**src/rtl/pfl_pkg.sv**
```systemverilog
package pfl_pkg;
  typedef enum logic [1:0] {
    ST_RUN    = 2'd0,
    ST_LOCKED = 2'd1,
    ST_ARMED  = 2'd2
  } lock_state_t;
endpackage

```
**src/rtl/pfl_sync.sv**
```systemverilog
module pfl_sync #(
  parameter int STAGES = 2
) (
  input  logic clk,
  input  logic rst,
  input  logic d,
  output logic q
);
  logic [STAGES-1:0] sr;

  for (genvar i = 0; i < STAGES; i++) begin : g_stage
    if (i == 0) begin : g_first
      always_ff @(posedge clk) begin
        if (rst) sr[0] <= 1'b0;
        else     sr[0] <= d;
      end
    end else begin : g_next
      always_ff @(posedge clk) begin
        if (rst) sr[i] <= 1'b0;
        else     sr[i] <= sr[i-1];
      end
    end
  end

  assign q = sr[STAGES-1];
endmodule

```
**src/rtl/pfl_rise_det.sv**
```systemverilog
module pfl_rise_det (
  input  logic clk,
  input  logic rst,
  input  logic lvl,
  output logic pulse
);
  logic lvl_q, lvl_prev;

  always_ff @(posedge clk) begin
    if (rst) begin
      lvl_q    <= 1'b0;
      lvl_prev <= 1'b0;
    end else begin
      lvl_q    <= lvl;
      lvl_prev <= lvl_q;
    end
  end

  assign pulse = lvl_q & ~lvl_prev;

  // a level held high yields a single pulse, never two in a row
  p_single_pulse_r5: assert property (@(posedge clk) disable iff (rst)
    pulse |=> !pulse);
endmodule

```
**src/rtl/pfl_period_ctr.sv**
```systemverilog
module pfl_period_ctr #(
  parameter int CNT_W = 16
) (
  input  logic             clk,
  input  logic             rst,
  input  logic             en,
  input  logic [CNT_W-1:0] period,
  output logic [CNT_W-1:0] cnt,
  output logic             at_start,
  output logic             at_wrap
);
  always_ff @(posedge clk) begin
    if (rst || !en)       cnt <= '0;
    else if (cnt >= period) cnt <= '0;
    else                  cnt <= cnt + 1'b1;
  end

  assign at_start = (cnt == '0);
  assign at_wrap  = en && (cnt >= period);

  // disabled counter sits at zero
  p_hold_zero_r10: assert property (@(posedge clk) disable iff (rst)
    !en |=> at_start);
endmodule

```
**src/rtl/pfl_fault_lock.sv**
```systemverilog
module pfl_fault_lock
  import pfl_pkg::*;
(
  input  logic        clk,
  input  logic        rst,
  input  logic        en,
  input  logic        fault_s,
  input  logic        restart_p,
  input  logic        wrap,
  output lock_state_t state,
  output logic        b_allow
);
  always_ff @(posedge clk) begin
    if (rst || !en) begin
      state <= ST_RUN;
    end else if (fault_s) begin
      state <= ST_LOCKED;
    end else begin
      unique case (state)
        ST_LOCKED: if (restart_p) state <= ST_ARMED;
        ST_ARMED:  if (wrap)      state <= ST_RUN;
        default:                  state <= ST_RUN;
      endcase
    end
  end

  assign b_allow = (state == ST_RUN) && !fault_s;

  // a synchronized fault always lands in the locked state
  p_lock_on_fault_r3: assert property (@(posedge clk) disable iff (rst)
    (en && fault_s) |=> (state == ST_LOCKED));
  // locked state persists without a restart pulse
  p_latch_hold_r4: assert property (@(posedge clk) disable iff (rst)
    (en && state == ST_LOCKED && !restart_p) |=> (state == ST_LOCKED));
  // armed state waits for the period boundary
  p_wait_boundary_r7: assert property (@(posedge clk) disable iff (rst)
    (en && state == ST_ARMED && !fault_s && !wrap) |=> (state == ST_ARMED));
endmodule

```
**src/rtl/pfl_top.sv**
```systemverilog
module pfl_top
  import pfl_pkg::*;
#(
  parameter int CNT_W       = 16,
  parameter int SYNC_STAGES = 2
) (
  input  logic             clk,
  input  logic             rst,
  input  logic             pwm_en,
  input  logic [CNT_W-1:0] period,
  input  logic [CNT_W-1:0] duty_a,
  input  logic [CNT_W-1:0] duty_b,
  input  logic             fault_in,
  input  logic             flt_irq_en,
  input  logic             flt_irq_clr,
  input  logic             restart_ctl,
  input  logic             per_irq_en,
  input  logic             per_irq_clr,
  output logic             pwm_a,
  output logic             pwm_b,
  output logic             flt_irq,
  output logic             per_irq
);
  logic             fault_s, restart_p, at_start, at_wrap, b_allow;
  logic [CNT_W-1:0] cnt;
  lock_state_t      lk_state;

  pfl_sync #(.STAGES(SYNC_STAGES)) u_sync (
    .clk(clk), .rst(rst), .d(fault_in), .q(fault_s));

  pfl_rise_det u_rise (
    .clk(clk), .rst(rst), .lvl(restart_ctl), .pulse(restart_p));

  pfl_period_ctr #(.CNT_W(CNT_W)) u_ctr (
    .clk(clk), .rst(rst), .en(pwm_en), .period(period),
    .cnt(cnt), .at_start(at_start), .at_wrap(at_wrap));

  pfl_fault_lock u_lock (
    .clk(clk), .rst(rst), .en(pwm_en), .fault_s(fault_s),
    .restart_p(restart_p), .wrap(at_wrap),
    .state(lk_state), .b_allow(b_allow));

  always_ff @(posedge clk) begin
    if (rst) begin
      pwm_a   <= 1'b0;
      pwm_b   <= 1'b0;
      flt_irq <= 1'b0;
      per_irq <= 1'b0;
    end else begin
      pwm_a <= pwm_en && (cnt < duty_a);
      pwm_b <= pwm_en && b_allow && (cnt < duty_b);
      if (fault_s && flt_irq_en)  flt_irq <= 1'b1;
      else if (flt_irq_clr)       flt_irq <= 1'b0;
      if (per_irq_en && at_start) per_irq <= 1'b1;
      else if (per_irq_clr)       per_irq <= 1'b0;
    end
  end

  // any non-running latch state keeps B low on the next cycle
  p_b_off_r3: assert property (@(posedge clk) disable iff (rst)
    (lk_state != ST_RUN) |=> !pwm_b);
  // the fault flag holds until cleared
  p_flt_sticky_r9: assert property (@(posedge clk) disable iff (rst)
    (flt_irq && !flt_irq_clr) |=> flt_irq);
  // with the enable off the flag never rises
  p_flt_gated_r9: assert property (@(posedge clk) disable iff (rst)
    (!flt_irq && !flt_irq_en) |=> !flt_irq);
  // disabled PWM drives both outputs low
  p_disable_low_r10: assert property (@(posedge clk) disable iff (rst)
    !pwm_en |=> (!pwm_a && !pwm_b));
  // period flag stuck while disabled with its enable set
  p_per_stuck_r11: assert property (@(posedge clk) disable iff (rst)
    (!pwm_en && $past(!pwm_en) && per_irq_en) |=> per_irq);
endmodule

```
**config.mk**
```make
export PLATFORM = sky130hd
export DESIGN_NAME = pfl_top
export DESIGN_NICKNAME = d
export VERILOG_FILES = /design/src/rtl/pfl_pkg.sv /design/src/rtl/pfl_sync.sv /design/src/rtl/pfl_rise_det.sv /design/src/rtl/pfl_period_ctr.sv /design/src/rtl/pfl_fault_lock.sv /design/src/rtl/pfl_top.sv
export SDC_FILE = /design/constraint.sdc
export NUM_CORES = 1
export LEC_CHECK = 0
export ABC_AREA = 1
export CAP_MARGIN = 30
export CORE_MARGIN = 2
export CORE_UTILIZATION = 50
export DETAILED_ROUTE_END_ITERATION = 8
export GPL_ROUTABILITY_DRIVEN = 0
export PLACE_DENSITY = 0.79
export SYNTH_ARGS = -nofsm -noshare
export SYNTH_HDL_FRONTEND = slang
export SYNTH_SLANG_ARGS = --single-unit
```
**constraint.sdc**
```tcl
create_clock -name clk -period 1.83 [get_ports clk]
set_input_delay 0.366 -clock clk [delete_from_list [all_inputs] [get_ports clk]]
set_output_delay 0.366 -clock clk [all_outputs]
set_load 0.005 [all_outputs]
```
==> impl_metrics.csv <==
group,metric,value,unit
outcome,outcome,"complete, but fails checks",
outcome,failed_checks,"setup timing",
synth,async_flop_share,0,%
timing,finalCriticalPeriod,1.84,ns
critical_path,critPathCapture,"u_lock.state[1]",
timing,fin_ws,-0.00595,ns
global_routing,gr-total-overflow,0,
synth,synthMuxAreaShare,0,%
clock_tree,cts_sinks,26,
clock_tree,cts-htree-levels,1,
floorplanning,die-area,5230,sq um
critical_path,cp-start-kind,"primary input",
floorplanning,io_pins,61,
synth,synth_top_area_share,25.8,%
critical_path,cp.required,2.05,ns
timing,slew_headroom,76.8,%
timing,fin_skew,0.00176,ns
clock_tree,path_clk_slew,0.09,ns
synth,synth_cells,328,
routing,wl_per_cell,12.6,um
clock_tree,clock_latency,0.28,ns
pwr,power_density,399,nW/um^2
floorplanning,die-width,72.3,um
critical_path,r2r_cells,12,
synth,synth_area,2330,sq um
synth,yosysMostFrequentCell,"inv_1",
synth,synth_top_family_by_area,"adder cells",
routing,vias,2348,
synth,yosysWarnings,0,
cells_and_area,layout.cells.non_filler,460,
place,hpwl,4.27,mm
global_routing,grt_pass1_wl,9.58,mm
cells_and_area,layout.nets,514,
clock_tree,clockBufferDepth,2,
cells_and_area,syn2layout_area_growth,46.6,%
clock_tree,cts_tree,"done",
timing,setup-violations-final,1,
synth,yosysTopAreaCell,"ha_1",
critical_path,cp.arrival,2.05,ns
cells_and_area,n_antenna_cell,0,
routing,firstDrtPassIters,4,
timing,worstMarginPinSlew,0.344,ns
global_routing,grt_max_degree,16,
place,numPlacedInstances,455,
synth,synth-xor-area-share,3.00,%
pwr,p_leak,1.75,nW
synth,synth_edf_count,0,
critical_path,setup.worst_path.end_class,"flip-flop",
pwr,peakVddDrop,395,uV
critical_path,startpoint,"period[11]",
timing,period_share,100,%
synth,yosys-top-cells-area,"ha_1 (26%), dfxtp_1 (22%), inv_1 (13%), nand2_1 (8.9%), a21oi_1 (6.2%)",
synth,syn_nets,433,
timing,fmax,0.545,GHz
synth,ys_seq_area_share,22.3,%
cells_and_area,nFillCells,307,
synth,synth-adder-area-share,25.8,%
routing,finalWirelength,5.80,mm
clock_tree,cts-buffers-inserted,3,
timing,whs,0.404,ns
floorplanning,rows,24,
global_routing,antenna_found_initial,0,
min_path,min_path_type,"flip-flop to flip-flop",
clock_tree,cts_setup_buffers,0,
critical_path,r2r_setup_slack,0.17,ns
routing,drc,0,
critical_path,critPathKind,"primary input to flip-flop",
clock_tree,cts_root_buf,"clkbuf_8",
timing,hold_viol_final,0,
floorplanning,die_h,72.3,um
timing,drv_slew,0,
flow_run,maxCapViolations,0,
critical_path,reg2reg_to,"u_lock.state[1]",
synth,synth-simple-area-share,24.2,%
routing,first_iter_violations,58,
synth,synth_area_per_cell,7.11,sq um
synth,synth_ff_type,"dfxtp_1",
global_routing,grt_pass1_vias,2364,
global_routing,grtUsageTotal,22.6,%
floorplanning,start_util,52.8,%
critical_path,path_max_fanout,3,
cells_and_area,drive_gt1_share,17.4,%
synth,yosysUniqueCellTypes,33,
floorplanning,core,4410,sq um
synth,synth_compound_area_share,11.2,%
routing,vias_per_cell,5.10,
synth,yosys-top-cells-count,"inv_1 (78), nand2_1 (55), ha_1 (48), a21oi_1 (29), dfxtp_1 (26)",
routing,drt.antenna.violating_nets,0,
synth,ys_ff_latch,26,
place,port_buffers,60,
critical_path,timing.rr.start,"u_ctr.cnt[5]",
==> report_power, final <==
part / internal (mW) / total, mW / switching [mW]
Clock: 0.293 / 0.485 / 0.192
Combinational: 0.177 / 0.295 / 0.118
Sequential: 0.577 / 0.584 / 0.00710
==> placed cells by master, fill, tap and decap left out, drive strengths merged <==
master | synthesis | routed
a21boi | 1 | 1
a21o | 1 | 1
a21oi | 30 | 30
a31oi | 1 | 1
and2 | 1 | 1
buf | 1 | 17
bufinv | 0 | 1
clkbuf | 1 | 3
clkdlybuf4s50 | 0 | 53
dfxtp | 26 | 26
dlymetal6s2s | 0 | 7
ha | 48 | 48
inv | 80 | 80
nand2 | 56 | 56
nand3 | 13 | 13
nand3b | 1 | 1
nand4 | 7 | 8
nor2 | 28 | 28
nor3 | 5 | 5
nor3b | 1 | 1
nor4 | 4 | 4
o21a | 4 | 4
o21ai | 8 | 8
o21bai | 1 | 1
o31ai | 1 | 1
or2 | 1 | 1
xnor2 | 1 | 1
xor2 | 7 | 7
==> layer usage <==
layer	vias up	track usage, %	share of wire, %
met5	-	0	0
met3	18	2.78	5.5
met4	0	9.01	2.6
met1	1042	25.2	41
li1	1213	-	-
met2	75	43.1	51
==> worst min-delay path by stage <==
stage,to,cells past startpoint,startpoint,slack (ns)
floorplan,u_sync.q,2,u_sync.sr[0],0.39
global placement,u_sync.q,2,u_sync.sr[0],0.39
detailed placement,u_sync.q,2,u_sync.sr[0],0.39
CTS,u_sync.q,2,u_sync.sr[0],0.41
global route,u_sync.q,2,u_sync.sr[0],0.42
finish,u_sync.q,2,u_sync.sr[0],0.40
==> repair_timing <==
action,4_1_cts,5_1_grt
gates cloned,1,0
pin swaps,4,28
hold buffers,0,0
setup endpoints to repair,17,18
hold endpoints to repair,0,0
gates resized for setup,8,40
==> critical path, stage by stage <==
cell,delay (ns)
clkdlybuf4s50_1,0.49
inv_2,0.05
ha_4,0.25
a21oi_2,0.16
nand2_2,0.09
a21oi_4,0.24
nand3_2,0.11
nand2_1,0.09
nand2_1,0.06
a21oi_2,0.14
==> area by class of cell <==
type	instances	area, sq um	area share [%]
Tap cell	52	65.1	1.90
Clock buffer	3	41.3	1.21
Timing Repair Buffer	77	746	21.8
Inverter	80	300	8.78
Multi-Input combinational cell	221	1720	50.2
Sequential cell	26	520	15.2
Clock inverter	1	30.0	0.878
==> through the flow <==
stage | worst slack, ns | instance area (sq um) | util, % | power (mW) | setup TNS, ns
final | -0.00595 | 3420 | 77.5 | 1.36 | -0.00595
after global routing | -0.0416 | 3420 | 77.5 | 1.43 | -0.0581
after CTS | 0.00799 | 3240 | 73.4 | 1.34 | 0
after detailed placement | -0.369 | 3110 | 70.5 | 0.862 | -5.89
after global placement | -0.321 | 3110 | 70.5 | 0.857 | -5.09
after floorplan | 0.256 | 2330 | - | 0.707 | 0
==> registers in the layout, summed over array words and instances (netlist names) <==
signal           cells
u_rise.lvl_q         1
pwm_b                1
flt_irq              1
u_rise.lvl_prev      1
u_lock.state         2
u_sync.q             1
pwm_a                1
u_sync.sr            1
u_ctr.cnt           16
per_irq              1
==> logic make-up after synthesis <==
family,count (synthesis)
AND/OR/NAND/NOR,117
flip-flops,26
adder cells (fa/ha/maj),48
buffers and inverters,82
XOR/XNOR,8
AO/OA/AOI/OAI,47
Power figures use the tool's default switching activity.
